[src/rtl/sdram_seq_pkg.sv]
package sdram_seq_pkg;

   typedef enum logic [2:0] {
      C_NOP, C_ACT, C_RD, C_WR, C_PRE, C_REF, C_MRS
   } sd_cmd_e;

   typedef enum logic [2:0] {
      S_PWRUP, S_PALL, S_INITREF, S_IDLE, S_ACTW
   } seq_state_e;

   // {cs_n, ras_n, cas_n, we_n}
   function automatic logic [3:0] cmd_pins(sd_cmd_e c);
      case (c)
         C_NOP:   return 4'b0111;
         C_ACT:   return 4'b0011;
         C_RD:    return 4'b0101;
         C_WR:    return 4'b0100;
         C_PRE:   return 4'b0010;
         C_REF:   return 4'b0001;
         C_MRS:   return 4'b0000;
         default: return 4'b1111;
      endcase
   endfunction

   function automatic int imax(int a, int b);
      return (a > b) ? a : b;
   endfunction

   function automatic logic [2:0] bl_code(int bl);
      case (bl)
         1:       return 3'd0;
         2:       return 3'd1;
         4:       return 3'd2;
         8:       return 3'd3;
         default: return 3'd7;
      endcase
   endfunction

endpackage

[src/rtl/sdram_gap_timer.sv]
module sdram_gap_timer #(
   parameter int W         = 16,
   parameter int RESET_VAL = 1
) (
   input  logic         clk,
   input  logic         rst_n,
   input  logic         load,
   input  logic [W-1:0] load_val,
   output logic         zero
);
   logic [W-1:0] cnt_q;

   always_ff @(posedge clk) begin
      if (!rst_n)            cnt_q <= W'(RESET_VAL);
      else if (load)         cnt_q <= load_val;
      else if (cnt_q != '0)  cnt_q <= cnt_q - 1'b1;
   end

   assign zero = (cnt_q == '0);
endmodule

[src/rtl/sdram_refresh_timer.sv]
module sdram_refresh_timer #(
   parameter int INTERVAL = 1560
) (
   input  logic clk,
   input  logic rst_n,
   input  logic enable,
   input  logic ack,
   output logic pending
);
   generate
      if (INTERVAL == 0) begin : g_off
         logic unused_in;
         assign unused_in = &{1'b0, clk, rst_n, enable, ack};
         assign pending   = 1'b0;
      end else begin : g_on
         localparam int W = $clog2(INTERVAL + 1);
         localparam logic [W-1:0] RELOAD = W'(INTERVAL - 1);
         logic [W-1:0] cnt_q;
         logic         pend_q;

         always_ff @(posedge clk) begin
            if (!rst_n) begin
               cnt_q  <= RELOAD;
               pend_q <= 1'b0;
            end else begin
               if (!enable || cnt_q == '0) cnt_q <= RELOAD;
               else                        cnt_q <= cnt_q - 1'b1;
               if (enable && cnt_q == '0)  pend_q <= 1'b1;
               else if (ack)               pend_q <= 1'b0;
            end
         end
         assign pending = pend_q;
      end
   endgenerate
endmodule

[src/rtl/sdram_pin_driver.sv]
module sdram_pin_driver
   import sdram_seq_pkg::*;
#(
   parameter int AW    = 12,
   parameter int DQM_W = 2
) (
   input  logic             clk,
   input  logic             rst_n,
   input  sd_cmd_e          cmd,
   input  logic [AW-1:0]    addr_d,
   input  logic             mask,
   output logic             cs_n,
   output logic             ras_n,
   output logic             cas_n,
   output logic             we_n,
   output logic [AW-1:0]    addr,
   output logic [DQM_W-1:0] dqm
);
   logic [3:0] pins_q;

   always_ff @(posedge clk) begin
      if (!rst_n) begin
         pins_q <= cmd_pins(C_NOP);
         addr   <= '0;
         dqm    <= '1;
      end else begin
         pins_q <= cmd_pins(cmd);
         addr   <= addr_d;
         dqm    <= mask ? '1 : '0;
      end
   end

   assign {cs_n, ras_n, cas_n, we_n} = pins_q;
endmodule

[src/rtl/sdram_init_refresh_seq.sv]
module sdram_init_refresh_seq
   import sdram_seq_pkg::*;
#(
   parameter int BANK_W    = 1,
   parameter int ROW_W     = 11,
   parameter int COL_W     = 8,
   parameter int DQM_W     = 2,
   parameter int T_POWERUP = 40000,
   parameter int T_RP      = 2,
   parameter int T_RC      = 7,
   parameter int T_RCD     = 2,
   parameter int T_MRD     = 2,
   parameter int T_WR      = 2,
   parameter int CAS_LAT   = 2,
   parameter int BURST_LEN = 1,
   parameter int INIT_REFS = 2,
   parameter int T_REFI    = 3120
) (
   input  logic                            clk,
   input  logic                            rst_n,
   input  logic                            req_valid,
   output logic                            req_ready,
   input  logic                            req_write,
   input  logic [BANK_W+ROW_W+COL_W-1:0]   req_addr,
   output logic                            req_done,
   output logic                            sd_cke,
   output logic                            sd_cs_n,
   output logic                            sd_ras_n,
   output logic                            sd_cas_n,
   output logic                            sd_we_n,
   output logic [DQM_W-1:0]                sd_dqm,
   output logic [BANK_W+ROW_W-1:0]         sd_addr
);
   localparam int AP_BIT = 10;
   localparam int REQ_AW = BANK_W + ROW_W + COL_W;
   localparam int SD_AW  = BANK_W + ROW_W;
   localparam int RD_REC = imax(CAS_LAT + BURST_LEN - 2 + T_RP, T_RC - T_RCD);
   localparam int WR_REC = imax(BURST_LEN - 1 + T_WR + T_RP, T_RC - T_RCD);
   localparam int TMAX   = imax(imax(T_POWERUP, T_RC), imax(imax(RD_REC, WR_REC),
                                imax(T_RP, imax(T_RCD, T_MRD))));
   localparam int TW     = $clog2(TMAX + 1);
   localparam int RFW    = $clog2(INIT_REFS + 1);
   localparam logic [9:0] MODE10 = {3'b000, 3'(CAS_LAT), 1'b0, bl_code(BURST_LEN)};
   localparam logic [SD_AW-1:0] MODE_WORD = SD_AW'(MODE10);

   // elaboration-time parameter checks
   generate
      if (CAS_LAT != 2 && CAS_LAT != 3) begin : g_bad_cl
         $error("CAS_LAT must be 2 or 3");
      end
      if (bl_code(BURST_LEN) == 3'd7) begin : g_bad_bl
         $error("BURST_LEN must be 1, 2, 4 or 8");
      end
      if (ROW_W <= AP_BIT || COL_W > AP_BIT) begin : g_bad_geom
         $error("row width must exceed and column width fit below the auto-precharge pin");
      end
      if (INIT_REFS < 2) begin : g_bad_nref
         $error("INIT_REFS must be at least 2");
      end
      if (T_POWERUP < 1 || T_RP < 1 || T_RC < 1 || T_RCD < 1 || T_MRD < 1) begin : g_bad_t
         $error("timing counts must be at least 1");
      end
   endgenerate

   seq_state_e              state_q, state_d;
   logic [RFW-1:0]          nref_q, nref_d;
   logic [BANK_W-1:0]       bank_q;
   logic [COL_W-1:0]        col_q;
   logic                    we_q;
   logic                    init_q;
   logic                    done_q, done_d;
   logic                    tmr_load, tmr_zero;
   logic [TW-1:0]           tmr_val;
   logic                    ref_pend, ref_ack;
   logic                    accept;
   sd_cmd_e                 cmd_d;
   logic [SD_AW-1:0]        addr_d;

   logic [BANK_W-1:0]       req_bank;
   logic [ROW_W-1:0]        req_row;
   logic [COL_W-1:0]        req_col;

   assign req_bank = req_addr[REQ_AW-1 -: BANK_W];
   assign req_row  = req_addr[COL_W +: ROW_W];
   assign req_col  = req_addr[COL_W-1:0];

   assign req_ready = (state_q == S_IDLE) && tmr_zero && !ref_pend;
   assign accept    = req_valid && req_ready;

   always_comb begin
      state_d  = state_q;
      nref_d   = nref_q;
      cmd_d    = C_NOP;
      addr_d   = '0;
      tmr_load = 1'b0;
      tmr_val  = '0;
      ref_ack  = 1'b0;
      done_d   = 1'b0;
      case (state_q)
         S_PWRUP: if (tmr_zero) begin
            cmd_d          = C_PRE;
            addr_d[AP_BIT] = 1'b1;
            tmr_load       = 1'b1;
            tmr_val        = TW'(T_RP - 1);
            state_d        = S_PALL;
         end
         S_PALL: if (tmr_zero) begin
            cmd_d    = C_REF;
            tmr_load = 1'b1;
            tmr_val  = TW'(T_RC - 1);
            nref_d   = RFW'(1);
            state_d  = S_INITREF;
         end
         S_INITREF: if (tmr_zero) begin
            tmr_load = 1'b1;
            if (nref_q < RFW'(INIT_REFS)) begin
               cmd_d   = C_REF;
               tmr_val = TW'(T_RC - 1);
               nref_d  = nref_q + 1'b1;
            end else begin
               cmd_d   = C_MRS;
               addr_d  = MODE_WORD;
               tmr_val = TW'(T_MRD - 1);
               state_d = S_IDLE;
            end
         end
         S_IDLE: if (tmr_zero) begin
            if (ref_pend) begin
               cmd_d    = C_REF;
               ref_ack  = 1'b1;
               tmr_load = 1'b1;
               tmr_val  = TW'(T_RC - 1);
            end else if (req_valid) begin
               cmd_d                   = C_ACT;
               addr_d[ROW_W +: BANK_W] = req_bank;
               addr_d[ROW_W-1:0]       = req_row;
               tmr_load                = 1'b1;
               tmr_val                 = TW'(T_RCD - 1);
               state_d                 = S_ACTW;
            end
         end
         S_ACTW: if (tmr_zero) begin
            cmd_d                   = we_q ? C_WR : C_RD;
            addr_d[COL_W-1:0]       = col_q;
            addr_d[AP_BIT]          = 1'b1;
            addr_d[ROW_W +: BANK_W] = bank_q;
            tmr_load                = 1'b1;
            tmr_val                 = we_q ? TW'(WR_REC - 1) : TW'(RD_REC - 1);
            done_d                  = 1'b1;
            state_d                 = S_IDLE;
         end
         default: state_d = S_PWRUP;
      endcase
   end

   always_ff @(posedge clk) begin
      if (!rst_n) begin
         state_q <= S_PWRUP;
         nref_q  <= '0;
         bank_q  <= '0;
         col_q   <= '0;
         we_q    <= 1'b0;
         init_q  <= 1'b0;
         done_q  <= 1'b0;
      end else begin
         state_q <= state_d;
         nref_q  <= nref_d;
         done_q  <= done_d;
         if (cmd_d == C_MRS) init_q <= 1'b1;
         if (accept) begin
            bank_q <= req_bank;
            col_q  <= req_col;
            we_q   <= req_write;
         end
      end
   end

   sdram_gap_timer #(.W(TW), .RESET_VAL(T_POWERUP - 1)) u_gap (
      .clk      (clk),
      .rst_n    (rst_n),
      .load     (tmr_load),
      .load_val (tmr_val),
      .zero     (tmr_zero)
   );

   sdram_refresh_timer #(.INTERVAL(T_REFI)) u_refi (
      .clk     (clk),
      .rst_n   (rst_n),
      .enable  (init_q),
      .ack     (ref_ack),
      .pending (ref_pend)
   );

   sdram_pin_driver #(.AW(SD_AW), .DQM_W(DQM_W)) u_pins (
      .clk    (clk),
      .rst_n  (rst_n),
      .cmd    (cmd_d),
      .addr_d (addr_d),
      .mask   (!(init_q || cmd_d == C_MRS)),
      .cs_n   (sd_cs_n),
      .ras_n  (sd_ras_n),
      .cas_n  (sd_cas_n),
      .we_n   (sd_we_n),
      .addr   (sd_addr),
      .dqm    (sd_dqm)
   );

   assign sd_cke   = 1'b1;
   assign req_done = done_q;
endmodule

[config.mk]
export PLATFORM = sky130hd
export DESIGN_NAME = sdram_init_refresh_seq
export DESIGN_NICKNAME = d
export VERILOG_FILES = /design/src/rtl/sdram_seq_pkg.sv /design/src/rtl/sdram_gap_timer.sv /design/src/rtl/sdram_refresh_timer.sv /design/src/rtl/sdram_pin_driver.sv /design/src/rtl/sdram_init_refresh_seq.sv
export SDC_FILE = /design/constraint.sdc
export NUM_CORES = 1
export LEC_CHECK = 0
export ABC_AREA = 1
export BUFFER_PORTS_ARGS = -buffer_cell sky130_fd_sc_hd__buf_2
export CORE_MARGIN = 4
export CORE_UTILIZATION = 61
export DETAILED_ROUTE_END_ITERATION = 10
export PLACE_DENSITY_LB_ADDON = 0.3
export SLEW_MARGIN = 20
export SYNTH_ARGS = -nofsm -noshare
export SYNTH_HDL_FRONTEND = slang
export SYNTH_SLANG_ARGS = --single-unit
[constraint.sdc]
create_clock -name clk -period 3.1 [get_ports clk]
set_input_delay 0.31 -clock clk [delete_from_list [all_inputs] [get_ports clk]]
set_output_delay 0.31 -clock clk [all_outputs]
set_load 0.1 [all_outputs]
After elaboration in Yosys (flattened, before gate mapping)
Cells that the tools add are included.

Register bits: 64. Bits in latches: 0. Memory bits (writable): 0. Memory bits (read-only): 0. Bits of input ports: 24. Output and inout port bits: 21. Memories kept: 0.

Add/sub/neg operators: 3. Multiply operators: 0. Divide/modulo/power cells: 0. Order comparisons: 1. Equality and inequality tests: 19. Shifts and indexed selects: 0. Mux-type cells: 57. Bitwise logic cells: 1. Reduce and logical (&&, ||, !) cells: 21.

Operator list (count): $mux W3 (19); $pmux W3 S5 (3); $mux W12 (3); $mux W16 (2); $pmux W4 S7 (1); $pmux W8 S3 (1); $ne A2 B2 Y1 const B (9); $logic_not A16 Y1 (1); $reduce_bool A16 Y1 (1); $sub A16 B1 Y16 const B (1); $mux W2 (7); $mux W1 (13); $eq A3 B2 Y1 const B (4); $eq A3 B3 Y1 const B (4); $logic_not A12 Y1 (1); $mux W6 (2); $sub A12 B1 Y12 const B (1); $mux W8 (1); $pmux W2 S2 (2); $reduce_and A8 Y1 (1); $eq A3 B1 Y1 const B (2); $logic_not A3 Y1 (2); $reduce_bool A2 Y1 (3); $logic_and A1 B1 Y1 (4); 12 further kinds (14).

Longest topological paths before layout
Gate-level depths: netlist (run 1).

Word-level depth: 7. Mapped depth: 13.

Modules after synthesis
Synthesis (run 1) repeated with hierarchy kept, for this count alone.

Cells, all modules: 458. Area, all modules: 3344.5 sq um.

Modules (own cells, without submodules): sdram_gap_timer (times used 1, cells an instance 164, area each 1083.5 sq um); sdram_init_refresh_seq (times used 1, cells an instance 149, area each 1053.5 sq um); sdram_refresh_timer (times used 1, cells an instance 86, area each 683.2 sq um); sdram_pin_driver (times used 1, cells an instance 59, area each 524.3 sq um).

Worst setup path before layout (run 1)
OpenSTA, ideal clock, no wires.

Path type: reg-to-output. Start point: register u_gap.cnt_q[0]. End point: output req_ready. Arrival time: 3.071 ns. Data required time: 2.790 ns. Setup slack: -0.281 ns. Stages on the path, launching flop included: 7. Path buffers: 0. Cells stage by stage: dfxtp_1 > inv_1 > ha_1 > nand3_1 > nor2_2 > nand2_1 > nor3_1.

Longest elaborated chain between the ends: 3.

Ends and longest elaborated chain: from (decl) (RTL line sdram_gap_timer.sv:11) `logic [W-1:0] cnt_q;`; from (signal assigned) (RTL line sdram_gap_timer.sv:14) `if (!rst_n) cnt_q <= W'(RESET_VAL);`; from (signal assigned) (RTL line sdram_gap_timer.sv:15) `else if (load) cnt_q <= load_val;`; from (signal assigned) (RTL line sdram_gap_timer.sv:16) `else if (cnt_q != '0) cnt_q <= cnt_q - 1'b1;`; $logic_not A16 Y1 (RTL line sdram_gap_timer.sv:19) `assign zero = (cnt_q == '0);`; $logic_and A1 B1 Y1 (2 in series) (RTL line sdram_init_refresh_seq.sv:87) `assign req_ready = (state_q == S_IDLE) && tmr_zero && !ref_pend;`; to (decl) (RTL line sdram_init_refresh_seq.sv:22) `output logic req_ready,`.

Every way passes these cells.

Worst setup path in the final report (run 1)
Same ends and word-level chain as after synthesis.

==> results.py, run 1 <==
metrics = {
    "route": {
        "route.detailed.drc": 0,
        "vias": 2909,
        "drtAntennaViolNets": 0,
        "post_drt_wl_per_cell_um": 12.27,
        "wl_um": 6784,
        "drt_iter0_drc": 175,
        "drt_first_pass_iters": 5,
        "via_per_inst": 5.260,
    },
    "clocking": {
        "clock-sinks": 63,
        "ctsHoldBuffers": 0,
        "cts_tree": "done",
        "cts.path.max_buffers": 2,
        "worstSkewPairLatency_ps": 340,
        "cts_buffers": 9,
        "postCtsSetupBuffers": 0,
        "cts_htree_levels": 3,
        "ctsResizeCount": 0,
        "clk_pin_slew_ps": 60,
        "cts_root_buf": "clkbuf_8",
    },
    "timing": {
        "slew_viol_final": 0,
        "clock.fmax_mhz": 406.8,
        "slew_headroom_pct": 57.93,
        "clock_skew_ps": 7.428,
        "fin_ws_ps": 641.8,
        "period_minus_slack_ps": 2458,
        "finalHoldViolCount": 0,
        "rsz0062_at_grt": "false",
        "worst_pin_slew_ps": 626.8,
        "setup_viol": 0,
        "timing.final.crit_share_pct": 79.30,
        "setup_tns_ps": 0,
    },
    "global_route": {
        "grt_pass1_wl_um": 11250,
        "antenna_found_initial": 0,
        "grt_use_total_pct": 23.23,
        "grt_pass1_vias": 2588,
        "grt_max_degree": 36,
        "overflow": 0,
    },
    "placed_design": {
        "dp_hpwl_um": 4927,
        "gp_congestion": 0.9170,
        "dp_slack_ps": 1023,
        "portBuffers": 43,
    },
    "synthesis": {
        "synth_top_area_share_pct": 41.45,
        "syn_nets": 463,
        "synth_area_um2": 3043,
        "synth_area_leader_cell": "dfxtp_1",
        "avgSynthCellArea_um2": 6.979,
        "synth.distinct_cells": 38,
        "ys_seq_area_share_pct": 41.45,
        "ys_warn_count": 0,
        "ys_ff_latch": 63,
        "netlist_top_cells_area": "dfxtp_1 41%, nand2_1 12%, nor2_1 9.3%, inv_1 5.8%, nand3_1 5.3%",
        "syn-instance-count": 436,
    },
    "job": {
        "cap_violations": 0,
    },
    "run_status": {
        "status": "complete, no violations",
    },
    "finish": {
        "layout.nets": 508,
        "area_growth_pct": 14.35,
        "mostFrequentLayoutCells": "101 x nand2_1, 75 x nor2_1, 63 x dfxtp_1, 47 x inv_1, 43 x buf_2",
        "drive_gt1_share_pct": 17.28,
        "layout_commonest_cell": "nand2_1",
        "diodes": 0,
    },
    "floorplanning": {
        "io_pins": 45,
        "die_y_um": 78.63,
        "coreArea_um2": 4786,
        "die_x_um": 78.63,
        "fp.dieArea_um2": 6183,
        "num_rows": 25,
        "initial_utilization_pct": 63.58,
    },
    "worst_setup_path": {
        "path_cells": "inv_1, ha_1, nand3_1, nor2_2, nand2_1, nor3_2, buf_2",
        "path_buf_inv": 2,
        "critPathMaxFanout": 5,
        "crit_slowest_cell": "buf_2",
        "worst-endpoint-arrival_ps": 2150,
        "start_kind": "flop",
        "max_stage_delay_ps": 450,
        "crit_required_ps": 2790,
        "critical_path_class": "reg -> out",
        "cp-end-kind": "output pin",
        "cpLargestDelayFamily": "simple AND/OR/NAND/NOR gates",
    },
    "hold_path": {
        "hold_class": "in -> reg",
    },
    "pwr": {
        "power.leakage_uw": 0.001578,
        "p_per_area_nw_per_um2": 449.2,
        "power_uw": 1563,
        "peakVddDrop_mv": 0.3205,
    },
}
-- cell families (layout without fill, tap and decap cells) --
logic type | count (synthesis) | count (layout) | synth area share, %
xor+xnor | 9 | 9 | 2.591
flops | 63 | 63 | 41.45
buf+inv | 59 | 109 | 8.059
fa+ha+maj | 3 | 3 | 1.234
compound gates | 55 | 55 | 10.07
other cells | 2 | 2 | 0.2468
simple gates | 245 | 245 | 36.35
-- synthesized netlist by cell type (all sizes together) --
cell type    n
inv         49
buf          6
and3         2
nor3         7
xnor2        3
o311ai       1
nand4        7
nor2        83
or2          2
o21ai       26
o21a         2
clkbuf       3
o211ai       2
xor2         6
clkinv       1
nor3b        1
nand2      105
nand3b       5
o22ai        2
conb         2
dfxtp       63
a21oi       22
nand3       33
ha           3
-- worst reg2reg max path: cells and delay by family, from the launching register on --
family,cells,cell delay [ps]
simple gates,6,910
buf+inv,1,140
flops,1,310
fa+ha+maj,1,240
compound gates,1,380
-- sequential cells by signal (all words and copies together), names as in the netlist --
signal and cells:
col_q 8, u_refi.g_on.cnt_q 12, u_pins.pins_q 4, u_refi.pending 1, bank_q 1, init_q 1
we_q 1, req_done 1, u_pins.dqm 1, nref_q 2, state_q 3, u_gap.cnt_q 16
u_pins.addr 12
-- routing by layer --
layer	wire, µm	global-route usage, %	up-vias
li1	-	-	1477
met5	0	0	-
met1	2943	27.65	1327
met2	3220	38.12	95
met4	111	9.615	0
met3	508	7.913	10
-- final timing paths --
| path | startpoint | to | slack [ps] | depth (start not counted) |
|---|---|---|---|---|
| max | u_gap.cnt_q[0]$_SDFFE_PN1P_ | req_ready | 640 | 7 |
| min | req_addr[16] | u_pins.addr[8]$_SDFF_PP0_ | 210 | 2 |
| max reg2reg | u_gap.cnt_q[0]$_SDFFE_PN1P_ | col_q[3]$_SDFFE_PN0P_ | 1000 | 9 |
| min reg2reg | u_refi.g_on.cnt_q[0]$_SDFF_PP1_ | u_refi.g_on.cnt_q[0]$_SDFF_PP1_ | 390 | 1 |
-- power breakdown --
group,switching [µW],internal (µW),leakage [µW],total (µW)
Sequential,3.10,813,0.000509,817
Clock,297,389,0.000100,686
Combinational,39.1,21.0,0.000969,60.1
-- final cells by class --
type / instances / area (µm²)
clock buffers: 12 / 145.1
clock inverters: 4 / 45.04
fillers: 410 / 1306
inverters: 50 / 187.7
multi-input cells: 314 / 1541
flip-flops and latches: 63 / 1261
well taps: 67 / 83.83
repair buffers: 43 / 215.2
-- metrics by stage --
step	cells	utilization, %	area (µm²)	hold slack (ps)
after detailed placement	537	68.73	3289	378.5
after floorplan	436	-	3048	366.3
final	553	72.71	3480	206.0
after global routing	553	72.71	3480	190.7
after CTS	553	72.71	3480	188.9
after global placement	537	68.73	3289	373.8
No activity file was read; power rests on OpenSTA's default activity.
==> run 2: changes to the inputs <==
- CORE_UTILIZATION: 61 -> 51
- clock period: 3.1 -> 2.2 ns (I/O delays scaled with it)
==> run 2 against run 1 <==
Effect of this change: flip-flop and latch count stayed put; first-iteration DRC count rose by 5.1%; cell count is 1.6% higher; via count is 2.8% lower; sequential share of layout area is 0.65 points lower; worst hold slack worse by 86 ps; highest routed layer unchanged; critical endpoint unchanged; clock-buffer cell count grew 1; die area is 18% higher; final area grew 1.8%; total power is 37% higher; clock skew is 2.3 ps higher.
==> results.py, run 2 (synthesis results as in run 1) <==
metrics = {
    "finish": {
        "diodes": 0,
        "largest_registers": "u_gap.cnt_q: 16 flops, u_pins.addr: 12 flops, u_refi.g_on.cnt_q: 12 flops",
        "instances_no_fill": 562,
        "final_util_pct": 62.81,
        "drive_gt1_share_pct": 18.16,
        "layout_commonest_cell": "nand2_1",
        "area_growth_pct": 16.45,
        "largest_reg_flops": 16,
        "mostFrequentLayoutCells": "100 x nand2_1, 75 x nor2_1, 63 x dfxtp_1, 47 x inv_1, 42 x buf_2",
        "largest-register": "u_gap.cnt_q",
        "layout.nets": 512,
        "finish.instance_area_um2": 3543,
    },
    "worst_setup_path": {
        "start_kind": "flop",
        "critPathMaxFanout": 5,
        "critical_path_class": "reg -> out",
        "crit_required_ps": 1980,
        "cp-end-kind": "output pin",
        "worst-endpoint-arrival_ps": 1860,
    },
    "pwr": {
        "power_uw": 2136,
        "p_comb_share_pct": 4.0,
        "switchingPower_uw": 492.1,
        "peakVddDrop_mv": 0.4175,
        "cell_internal_pwr_uw": 1644,
        "clock_power_share_pct": 42.2,
        "seqPwrFrac_pct": 53.8,
        "power.leakage_uw": 0.001594,
        "p_per_area_nw_per_um2": 602.8,
        "swShare_pct": 23.04,
    },
    "clocking": {
        "clock-sinks": 63,
        "cts_root_buf": "clkbuf_8",
        "cts_htree_levels": 3,
        "ctsHoldBuffers": 0,
        "worstSkewPairLatency_ps": 350,
        "cts_buffers": 9,
        "cts.path.max_buffers": 2,
        "cts_tree": "done",
        "clk_pin_slew_ps": 70,
    },
    "timing": {
        "setup_viol": 0,
        "finalHoldViolCount": 0,
        "clock.fmax_mhz": 479.8,
        "slew_viol_final": 0,
        "worst_pin_slew_ps": 600.5,
        "period_minus_slack_ps": 2084,
        "rsz0062_at_grt": "false",
        "setup_tns_ps": 0,
        "clock_skew_ps": 9.766,
        "timing.final.crit_share_pct": 94.74,
        "slew_headroom_pct": 59.70,
    },
    "hold_path": {
        "hold_class": "in -> reg",
    },
    "global_route": {
        "grt_use_total_pct": 20.32,
        "overflow": 0,
        "antenna_found_initial": 0,
        "grt_pass1_wl_um": 11900,
        "grt_max_degree": 26,
        "grt_pass1_vias": 2678,
    },
    "route": {
        "drtAntennaViolNets": 0,
        "drt_first_pass_iters": 4,
        "route.detailed.drc": 0,
        "via_per_inst": 5.034,
        "post_drt_wl_per_cell_um": 12.14,
        "wl_um": 6822,
        "drt_iter0_drc": 184,
        "vias": 2829,
    },
    "floorplanning": {
        "die_x_um": 85.25,
        "num_rows": 27,
        "io_pins": 45,
        "coreArea_um2": 5642,
        "fp.dieArea_um2": 7267,
        "die_y_um": 85.25,
        "initial_utilization_pct": 53.94,
    },
    "placed_design": {
        "place_area_um2": 3352,
        "dp_hpwl_um": 5116,
        "dp.cells": 545,
        "gp_congestion": 0.8768,
        "portBuffers": 43,
    },
    "job": {
        "cap_violations": 0,
    },
    "run_status": {
        "status": "complete, no violations",
    },
}
## run 2: changes by cell type in the layout (fill, tap and decap cells not counted)
cell / before / now
nor3_2: 4 / 3
clkinvlp_4: 0 / 1
nor3_4: 1 / 2
nand2_1: 101 / 100
nand2_2: 4 / 5
buf_2: 43 / 42
buf_4: 0 / 3
nor2_4: 2 / 3
nor2_2: 6 / 5
bufinv_16: 1 / 0
clkbuf_8: 10 / 11
buf_12: 0 / 2
clkinv_2: 3 / 2
## run 2: layout make-up
cell class / instances / area [µm²]
tap: 72 / 90.09
clock inverter: 3 / 17.52
clock buffer: 13 / 158.9
inverter: 50 / 187.7
multi-input combinational: 314 / 1555
timing repair buffer: 47 / 272.8
sequential: 63 / 1261
fill: 506 / 2098
## run 2: final timing paths
kind | startpoint | endpoint | slack [ps] | cells past startpoint
max | u_gap.cnt_q[0]$_SDFFE_PN1P_ | req_ready | 120 | 7
min | req_addr[11] | u_pins.addr[3]$_SDFF_PN0_ | 120 | 3
max reg2reg | u_gap.cnt_q[0]$_SDFFE_PN1P_ | u_pins.addr[4]$_SDFF_PN0_ | 370 | 9
min reg2reg | u_refi.g_on.cnt_q[0]$_SDFF_PP1_ | u_refi.g_on.cnt_q[0]$_SDFF_PP1_ | 390 | 1
## run 2: critical path, cell delays in order, from the launching register on
cell and delay (ps):
dfxtp_1 310, inv_1 130, ha_1 240, nand3_1 140
nor2_4 210, nand2_2 120, nor3_4 180, buf_12 200
## run 2: routing by layer
layer | global-route usage, % | part of all wire, % | vias to the layer above
met3 | 6.019 | 6.9 | 12
met4 | 8.345 | 1.8 | 0
li1 | - | - | 1482
met2 | 33.19 | 46 | 75
met1 | 24.93 | 45 | 1260
met5 | 0 | 0 | -
## run 2: timing repair
action                                  4_1_cts  5_1_grt
setup buffers                                 0        1
pin swaps                                     0        1
resized for setup                             1        1
gates cloned                                  0        0
endpoints found under the setup margin        1        3
endpoints found under the hold margin         0        0
## run 2: through the flow
step	hold WS [ps]	setup slack [ps]
after CTS	108.7	59.50
after global placement	373.7	270.2
after floorplan	362.8	156.4
after detailed placement	378.7	268.0
after global routing	113.5	14.24
final	119.8	115.7
## run 2: power by group through the flow
stage | registers (µW) | clock network [µW] | logic, µW
after global routing | 1150 | 969 | 94.1
after detailed placement | 1180 | 0 | 84.8
after global placement | 1180 | 0 | 84.7
after CTS | 1150 | 922 | 85.2
final | 1150 | 901 | 84.9
after floorplan | 1180 | 0 | 46.9
